===== config.mk =====
export PLATFORM = sky130hd
export DESIGN_NAME = ss_fault_seq
export DESIGN_NICKNAME = d
export VERILOG_FILES = /design/src/rtl/ssf_pkg.sv /design/src/rtl/ssf_oc_acc.sv /design/src/rtl/ssf_persist.sv /design/src/rtl/ssf_seq.sv /design/src/rtl/ss_fault_seq.sv
export SDC_FILE = /design/constraint.sdc
export NUM_CORES = 1
export LEC_CHECK = 0
export ABC_AREA = 1
export BUFFER_PORTS_ARGS = -buffer_cell sky130_fd_sc_hd__buf_2
export CAP_MARGIN = 0
export CORE_MARGIN = 3
export CORE_UTILIZATION = 60
export DETAILED_ROUTE_END_ITERATION = 10
export MAX_ROUTING_LAYER = met4
export PLACE_DENSITY_LB_ADDON = 0.05
export SYNTH_ARGS = -nofsm -noshare
export SYNTH_HDL_FRONTEND = slang
export SYNTH_SLANG_ARGS = --single-unit

===== constraint.sdc =====
create_clock -name clk -period 2.35 [get_ports clk]
set_input_delay 0.47 -clock clk [delete_from_list [all_inputs] [get_ports clk]]
set_output_delay 0.47 -clock clk [all_outputs]
set_load 0.005 [all_outputs]

===== src/rtl/ssf_pkg.sv =====
package ssf_pkg;
  typedef enum logic [2:0] {
    SQ_OFF      = 3'd0,
    SQ_RAMP     = 3'd1,
    SQ_RUN      = 3'd2,
    SQ_OC_HOLD  = 3'd3,
    SQ_OV_WAIT  = 3'd4,
    SQ_OV_DUMMY = 3'd5
  } sq_state_t;
endpackage


===== src/rtl/ssf_oc_acc.sv =====
// Asymmetric saturating overcurrent accumulator.
module ssf_oc_acc #(
  parameter int ACC_W = 4,
  parameter int UP    = 2,
  parameter int DN    = 1
) (
  input  logic clk,
  input  logic rst_n,
  input  logic step,
  input  logic clr,
  input  logic hit,
  output logic trip
);
  localparam int MAXV = (1 << ACC_W) - 1;

  logic [ACC_W-1:0] acc_q, acc_d;
  logic [ACC_W:0]   sum;

  always_comb begin
    sum = {1'b0, acc_q} + (ACC_W+1)'(UP);
    if (hit) begin
      if (sum > (ACC_W+1)'(MAXV)) acc_d = ACC_W'(MAXV);
      else                        acc_d = sum[ACC_W-1:0];
    end else begin
      if (acc_q < ACC_W'(DN))     acc_d = '0;
      else                        acc_d = acc_q - ACC_W'(DN);
    end
  end

  assign trip = step & hit & (acc_d == ACC_W'(MAXV));

  always_ff @(posedge clk or negedge rst_n) begin
    if (!rst_n)    acc_q <= '0;
    else if (clr)  acc_q <= '0;
    else if (step) acc_q <= acc_d;
  end
endmodule


===== src/rtl/ssf_persist.sv =====
// Counts consecutive flagged ticks; fires on the LEN-th.
module ssf_persist #(
  parameter int LEN = 32
) (
  input  logic clk,
  input  logic rst_n,
  input  logic step,
  input  logic clr,
  input  logic flag,
  output logic fire
);
  localparam int CW = $clog2(LEN + 1);

  logic [CW-1:0] cnt_q, cnt_d;
  logic          at_last;

  assign at_last = (cnt_q == CW'(LEN - 1));
  assign fire    = step & flag & at_last;

  always_comb begin
    if (!flag)        cnt_d = '0;
    else if (at_last) cnt_d = cnt_q;
    else              cnt_d = cnt_q + 1'b1;
  end

  always_ff @(posedge clk or negedge rst_n) begin
    if (!rst_n)    cnt_q <= '0;
    else if (clr)  cnt_q <= '0;
    else if (step) cnt_q <= cnt_d;
  end
endmodule


===== src/rtl/ssf_seq.sv =====
// Recovery state machine with ramp, hold and idle-period counters.
module ssf_seq
  import ssf_pkg::*;
#(
  parameter int SS_CYCLES  = 4096,
  parameter int HOLD_TICKS = 16,
  parameter int DUMMY_RUNS = 2,
  localparam int RW = $clog2(SS_CYCLES)
) (
  input  logic          clk,
  input  logic          rst_n,
  input  logic          tick,
  input  logic          en,
  input  logic          oc_trip,
  input  logic          ov_fire,
  input  logic          uv,
  output logic          pwm_en,
  output logic          ss_active,
  output logic [RW-1:0] ramp
);
  localparam int HW = $clog2(HOLD_TICKS + 1);
  localparam int DW = $clog2(DUMMY_RUNS + 1);
  localparam logic [RW-1:0] RAMP_LAST  = RW'(SS_CYCLES - 1);
  localparam logic [HW-1:0] HOLD_LAST  = HW'(HOLD_TICKS - 1);
  localparam logic [DW-1:0] DUMMY_LAST = DW'(DUMMY_RUNS - 1);

  sq_state_t     state_q, state_d;
  logic [RW-1:0] ramp_q, ramp_d;
  logic [HW-1:0] hold_q, hold_d;
  logic [DW-1:0] dummy_q, dummy_d;
  logic          upd;

  assign upd = tick | ~en;

  always_comb begin
    state_d = state_q;
    ramp_d  = ramp_q;
    hold_d  = hold_q;
    dummy_d = dummy_q;
    if (!en) begin
      state_d = SQ_OFF;
      ramp_d  = '0;
      hold_d  = '0;
      dummy_d = '0;
    end else begin
      case (state_q)
        SQ_OFF: begin
          state_d = SQ_RAMP;
          ramp_d  = '0;
        end
        SQ_RAMP, SQ_RUN: begin
          if (ov_fire) begin
            state_d = SQ_OV_WAIT;
            ramp_d  = '0;
          end else if (oc_trip) begin
            state_d = SQ_OC_HOLD;
            ramp_d  = '0;
            hold_d  = '0;
          end else if (state_q == SQ_RAMP) begin
            if (ramp_q == RAMP_LAST) state_d = SQ_RUN;
            else                     ramp_d  = ramp_q + 1'b1;
          end
        end
        SQ_OC_HOLD: begin
          if (hold_q == HOLD_LAST) begin
            state_d = SQ_RAMP;
            ramp_d  = '0;
          end else begin
            hold_d = hold_q + 1'b1;
          end
        end
        SQ_OV_WAIT: begin
          if (uv) begin
            state_d = SQ_OV_DUMMY;
            ramp_d  = '0;
            dummy_d = '0;
          end
        end
        SQ_OV_DUMMY: begin
          if (ramp_q == RAMP_LAST) begin
            ramp_d = '0;
            if (dummy_q == DUMMY_LAST) state_d = SQ_RAMP;
            else                       dummy_d = dummy_q + 1'b1;
          end else begin
            ramp_d = ramp_q + 1'b1;
          end
        end
        default: state_d = SQ_OFF;
      endcase
    end
  end

  always_ff @(posedge clk or negedge rst_n) begin
    if (!rst_n) begin
      state_q <= SQ_OFF;
      ramp_q  <= '0;
      hold_q  <= '0;
      dummy_q <= '0;
    end else if (upd) begin
      state_q <= state_d;
      ramp_q  <= ramp_d;
      hold_q  <= hold_d;
      dummy_q <= dummy_d;
    end
  end

  assign pwm_en    = (state_q == SQ_RAMP) | (state_q == SQ_RUN);
  assign ss_active = (state_q == SQ_RAMP);
  assign ramp      = pwm_en ? ramp_q : '0;
endmodule


===== src/rtl/ss_fault_seq.sv =====
module ss_fault_seq #(
  parameter int SS_CYCLES     = 4096,
  parameter int OC_ACC_W      = 4,
  parameter int OC_STEP_UP    = 2,
  parameter int OC_STEP_DN    = 1,
  parameter int OC_HOLD_TICKS = 16,
  parameter int OV_PERSIST    = 32,
  parameter int DUMMY_RUNS    = 2,
  localparam int RW = $clog2(SS_CYCLES)
) (
  input  logic          clk,
  input  logic          rst_n,
  input  logic          cyc_tick,
  input  logic          en,
  input  logic          oc_sample,
  input  logic          ov_flag,
  input  logic          uv_flag,
  output logic          pwm_en,
  output logic          ss_active,
  output logic [RW-1:0] ss_ramp
);
  logic step, clr, oc_trip, ov_fire;

  // Fault counters only advance on ticks while switching; emptied otherwise.
  assign step = cyc_tick & en & pwm_en;
  assign clr  = ~en | ~pwm_en;

  ssf_oc_acc #(.ACC_W(OC_ACC_W), .UP(OC_STEP_UP), .DN(OC_STEP_DN)) u_oc (
    .clk(clk), .rst_n(rst_n), .step(step), .clr(clr),
    .hit(oc_sample), .trip(oc_trip)
  );

  ssf_persist #(.LEN(OV_PERSIST)) u_ov (
    .clk(clk), .rst_n(rst_n), .step(step), .clr(clr),
    .flag(ov_flag), .fire(ov_fire)
  );

  ssf_seq #(.SS_CYCLES(SS_CYCLES), .HOLD_TICKS(OC_HOLD_TICKS),
            .DUMMY_RUNS(DUMMY_RUNS)) u_seq (
    .clk(clk), .rst_n(rst_n), .tick(cyc_tick), .en(en),
    .oc_trip(oc_trip), .ov_fire(ov_fire), .uv(uv_flag),
    .pwm_en(pwm_en), .ss_active(ss_active), .ramp(ss_ramp)
  );
endmodule


==> results.md <==
- The transition time of the tightest slew-check pin is approximately 0.73 ns.
- The number of hold violations in the final report was 0.
- After synthesis the netlist holds a flip-flop and latch count of 32.
- The cell sitting at the root of the clock tree is a sky130_fd_sc_hd__clkbuf_8.
- After detailed routing, the number of remaining DRC violations is 0.
- Of the synthesized area, sequential elements account for 33.4%.
- After synthesis, the share of flip-flops with an asynchronous set or reset is 100%.
- The clock period minus worst slack is 2.14 ns.
- The flow ran to the end, and the final reports show no timing, DRC or antenna violations.
- The worst setup path is launched from a flop.
- Between clock sinks in the finished design, the worst skew comes to 0.00526 ns.
- The data arrival time of the critical path is ~2.3 ns.
- The number of antenna violations at the first check in global routing is 0.
- The highest clock rate is 467 MHz.
- In this run the biggest area consumer among cell types represents about a third of the synthesized area.
- The number of synthesized flops with an enable pin is 0.
- Dividing the synthesized area by the synthesized cell count gives around 7.0 um2.
- The completed layout was analyzed and its total power is roughly 1.8 mW.
- The final antenna diode count is 0.
- Routability-driven placement finished with a final weighted congestion of 0.868.
- After the flow finishes, the layout carries non-filler instances totaling 418.
- The total routing resource utilization after global routing is 24.1%.
- The worst setup path is captured at a flop.
- In this run, the number of DRC markers left after iteration 0 of detailed routing was 172.
- In this run the post-CTS setup repair buffer count came out at 0.
- The horizontal extent of the die is 69.2 um.
- The placement row count is 22.
- The count of max-cap constraint violations is 0.
- Data on the critical path is required at its endpoint by 2.52 ns.
- The remaining max-slew budget at the tightest pin is between 50% and 60%.
- The combined area of all synthesized cells is 2400 um2.
- The type of the worst setup path is reg -> reg.
- Among all cell types in the netlist, the one instantiated most often is sky130_fd_sc_hd__nand2_1.
- The count of placed standard cells including taps is 411.
- The instance area at placement is 2550 um2.
- The clock tree from TritonCTS is done.
- Synthesis handed over a netlist of ~350 instances.
- The I/O pin total is 21.
- The cell accounting for the most synthesized area is sky130_fd_sc_hd__dfrtp_1.
- The net total in the final layout is 388.
- When the netlist entered floorplanning its net count stood at 363.
- The summed negative setup slack over all endpoints is 0 ns.
- The leakage power of the design is roughly 1.4 nW.
- For this configuration, the core starts out at a cell density of between 60% and 70%.
- The count of buffers added on input and output ports is 20.
- The floorplan die area is 4790 um2.
- The count of warnings emitted by yosys is 0.
- The first global-routing pass estimated roughly 9400 um of wire.
- The overall overflow remaining after global route is 0.
- The detailed-placement wirelength estimate is 3910 um.
- The total length of routed wires is 5260 um.
- The final design area excluding fillers is 2660 um2.
- The iteration count of the initial detailed-routing pass is 4.
- VDD sags by at most 0.476 mV.
- By area the synthesized netlist is led by sky130_fd_sc_hd__dfrtp_1 33%, sky130_fd_sc_hd__nand2_1 13%, sky130_fd_sc_hd__nand3_1 8.1%, sky130_fd_sc_hd__inv_1 7.7%, sky130_fd_sc_hd__ha_1 5.7%.
- By count the netlist is led by 86 x sky130_fd_sc_hd__nand2_1, 49 x sky130_fd_sc_hd__inv_1, 39 x sky130_fd_sc_hd__nand3_1.
- The source-to-sink clock delay at the later pin of the worst-skew pair is 0.28 ns.
- In this run the worst path has a maximum fanout of 17.
- The path class of the tightest hold or removal check is in -> async.
- Counting along the longest clock path gives a buffer depth of 2.
- The number of global-route vias before repair is 2099.
- The H-tree depth is 2.
- The largest net degree at the start of global routing is 33.
- The overall via count from detail_route is 2275.
- The total count of max-transition violations in the final report is 0.
- Measured along the y axis, the die boundary spans 69.2 um.
- The area inside the core boundary is between 3000 and 4000 um2.
- Clock tree synthesis inserted a total of 5 buffers.
- Cells fill a little over two thirds of the core in the end.
- Power spread over the standard cell area amounts to 660 nW/um2.
- The clock edge transition at the registers on the reported setup and hold paths is about 0.07 ns.
- The primary flip-flop cell chosen by synthesis mapping is sky130_fd_sc_hd__dfrtp_1.
- After clock tree synthesis, the flow added hold-fix buffers numbering 0.
- Relative to the synthesized area, the layout overhead comes to 10.6%.
- The post-route netlist has 13.8% of its cells at a drive strength greater than 1.
- The number of distinct library cells after synthesis is 36.
- Of the available clock period, the critical path in the final layout requires 91.1%.
- Counting every sink on the clock net gives 32.
- Dividing the detail-routed wire length by the instance count gives 12.6 um.
- Once detail routing completed, the nets flagged for antenna violations numbered 0.
- Setup violations remaining at the end of the flow were counted as 0.
- Dividing the detail-routed via count by the number of cells gives 5.44.
==> stage by stage <==
stage / hold slack [ns] / worst slack, ns
6_report: 0.238 / 0.209
5_1_grt: 0.297 / -0.0131
4_1_cts: 0.271 / 0.116
3_5_place_dp: 0.465 / 0.141
3_3_place_gp: 0.464 / 0.195
2_1_floorplan: 0.174 / 0.451
==> where the power goes <==
group / total [mW] / internal (mW) / switching [mW] / leakage, nW
Combinational: 0.652 / 0.193 / 0.459 / 0.869
Clock: 0.460 / 0.261 / 0.199 / 0.0503
Sequential: 0.641 / 0.590 / 0.0518 / 0.443
Total: 1.75 / 1.04 / 0.710 / 1.36
==> worst max-delay path: stages (launching register included) <==
cell	delay [ns]
sky130_fd_sc_hd__dfrtp_1	0.48
sky130_fd_sc_hd__nor2_2	0.30
sky130_fd_sc_hd__nor2_8	0.10
sky130_fd_sc_hd__inv_4	0.21
sky130_fd_sc_hd__nor2_8	0.06
sky130_fd_sc_hd__nand2_2	0.09
sky130_fd_sc_hd__nor2_4	0.05
sky130_fd_sc_hd__nand2_4	0.13
sky130_fd_sc_hd__nand3_2	0.09
sky130_fd_sc_hd__nand2_4	0.18
sky130_fd_sc_hd__clkinv_2	0.15
sky130_fd_sc_hd__nand3_1	0.11
sky130_fd_sc_hd__nand2_1	0.05
==> flip-flops by register name, summed over array words and instances (netlist names) <==
signal         flops
u_seq.dummy_q      2
u_seq.ramp_q      12
u_oc.acc_q         4
u_seq.hold_q       5
u_ov.cnt_q         6
u_seq.state_q      3
==> cells by family (layout without fill, tap and decap cells) <==
logic type | after synthesis | count (layout) | synth area share (%)
simple gates | 195 | 195 | 38.7
buf+inv | 58 | 83 | 9.75
compound gates | 41 | 41 | 9.49
flops | 32 | 32 | 33.4
fa+ha+maj | 11 | 11 | 5.74
xor+xnor | 8 | 8 | 2.92
==> cell type report <==
type	count	area, um2
fill	341	1120
tap	48	60.1
inverter	53	203
multi-input combinational	255	1370
sequential	32	801
clock buffer	7	96.3
timing repair buffer	23	123
==> worst paths after layout <==
path / start / end / slack, ns / cells after the start
min in group clk: en / u_seq.state_q[2] / 0.48 / 3
max reg2reg: u_seq.state_q[1] / u_seq.ramp_q[1] / 0.21 / 12
min reg2reg: u_seq.ramp_q[11] / u_seq.ramp_q[11] / 0.48 / 2
min: rst_n / u_oc.acc_q[2] / 0.24 / 1
max in group asynchronous: rst_n / u_seq.hold_q[3] / 1.63 / 1
max: u_seq.state_q[1] / u_seq.ramp_q[1] / 0.21 / 12
==> routing by layer <==
metal / vias to the layer above / part of all wire, % / track usage [%]
li1: 1177 / - / -
met1: 1045 / 47 / 32.7
met2: 47 / 46 / 37.7
met3: 6 / 4.8 / 3.19
met4: 0 / 1.4 / 7.38
met5: - / 0 / -
==> cells in the final DEF, fill, tap and decap left out, drive strengths merged, types with 4 or more instances in the layout <==
cell type and n:
nand4 14, ha 11, buf 23, nor2 39, o22ai 4, dfrtp 32, inv 52, nor3 9
nand2 90, nand3 40, xor2 7, o21ai 20, a31oi 5, a21oi 8, clkbuf 7
==> what timing repair did <==
action,4_1_cts,5_1_grt
setup endpoints to repair,0,17
gates resized for setup,0,5
endpoints found under the hold margin,0,0
No activity file was read; power rests on OpenSTA's default activity.
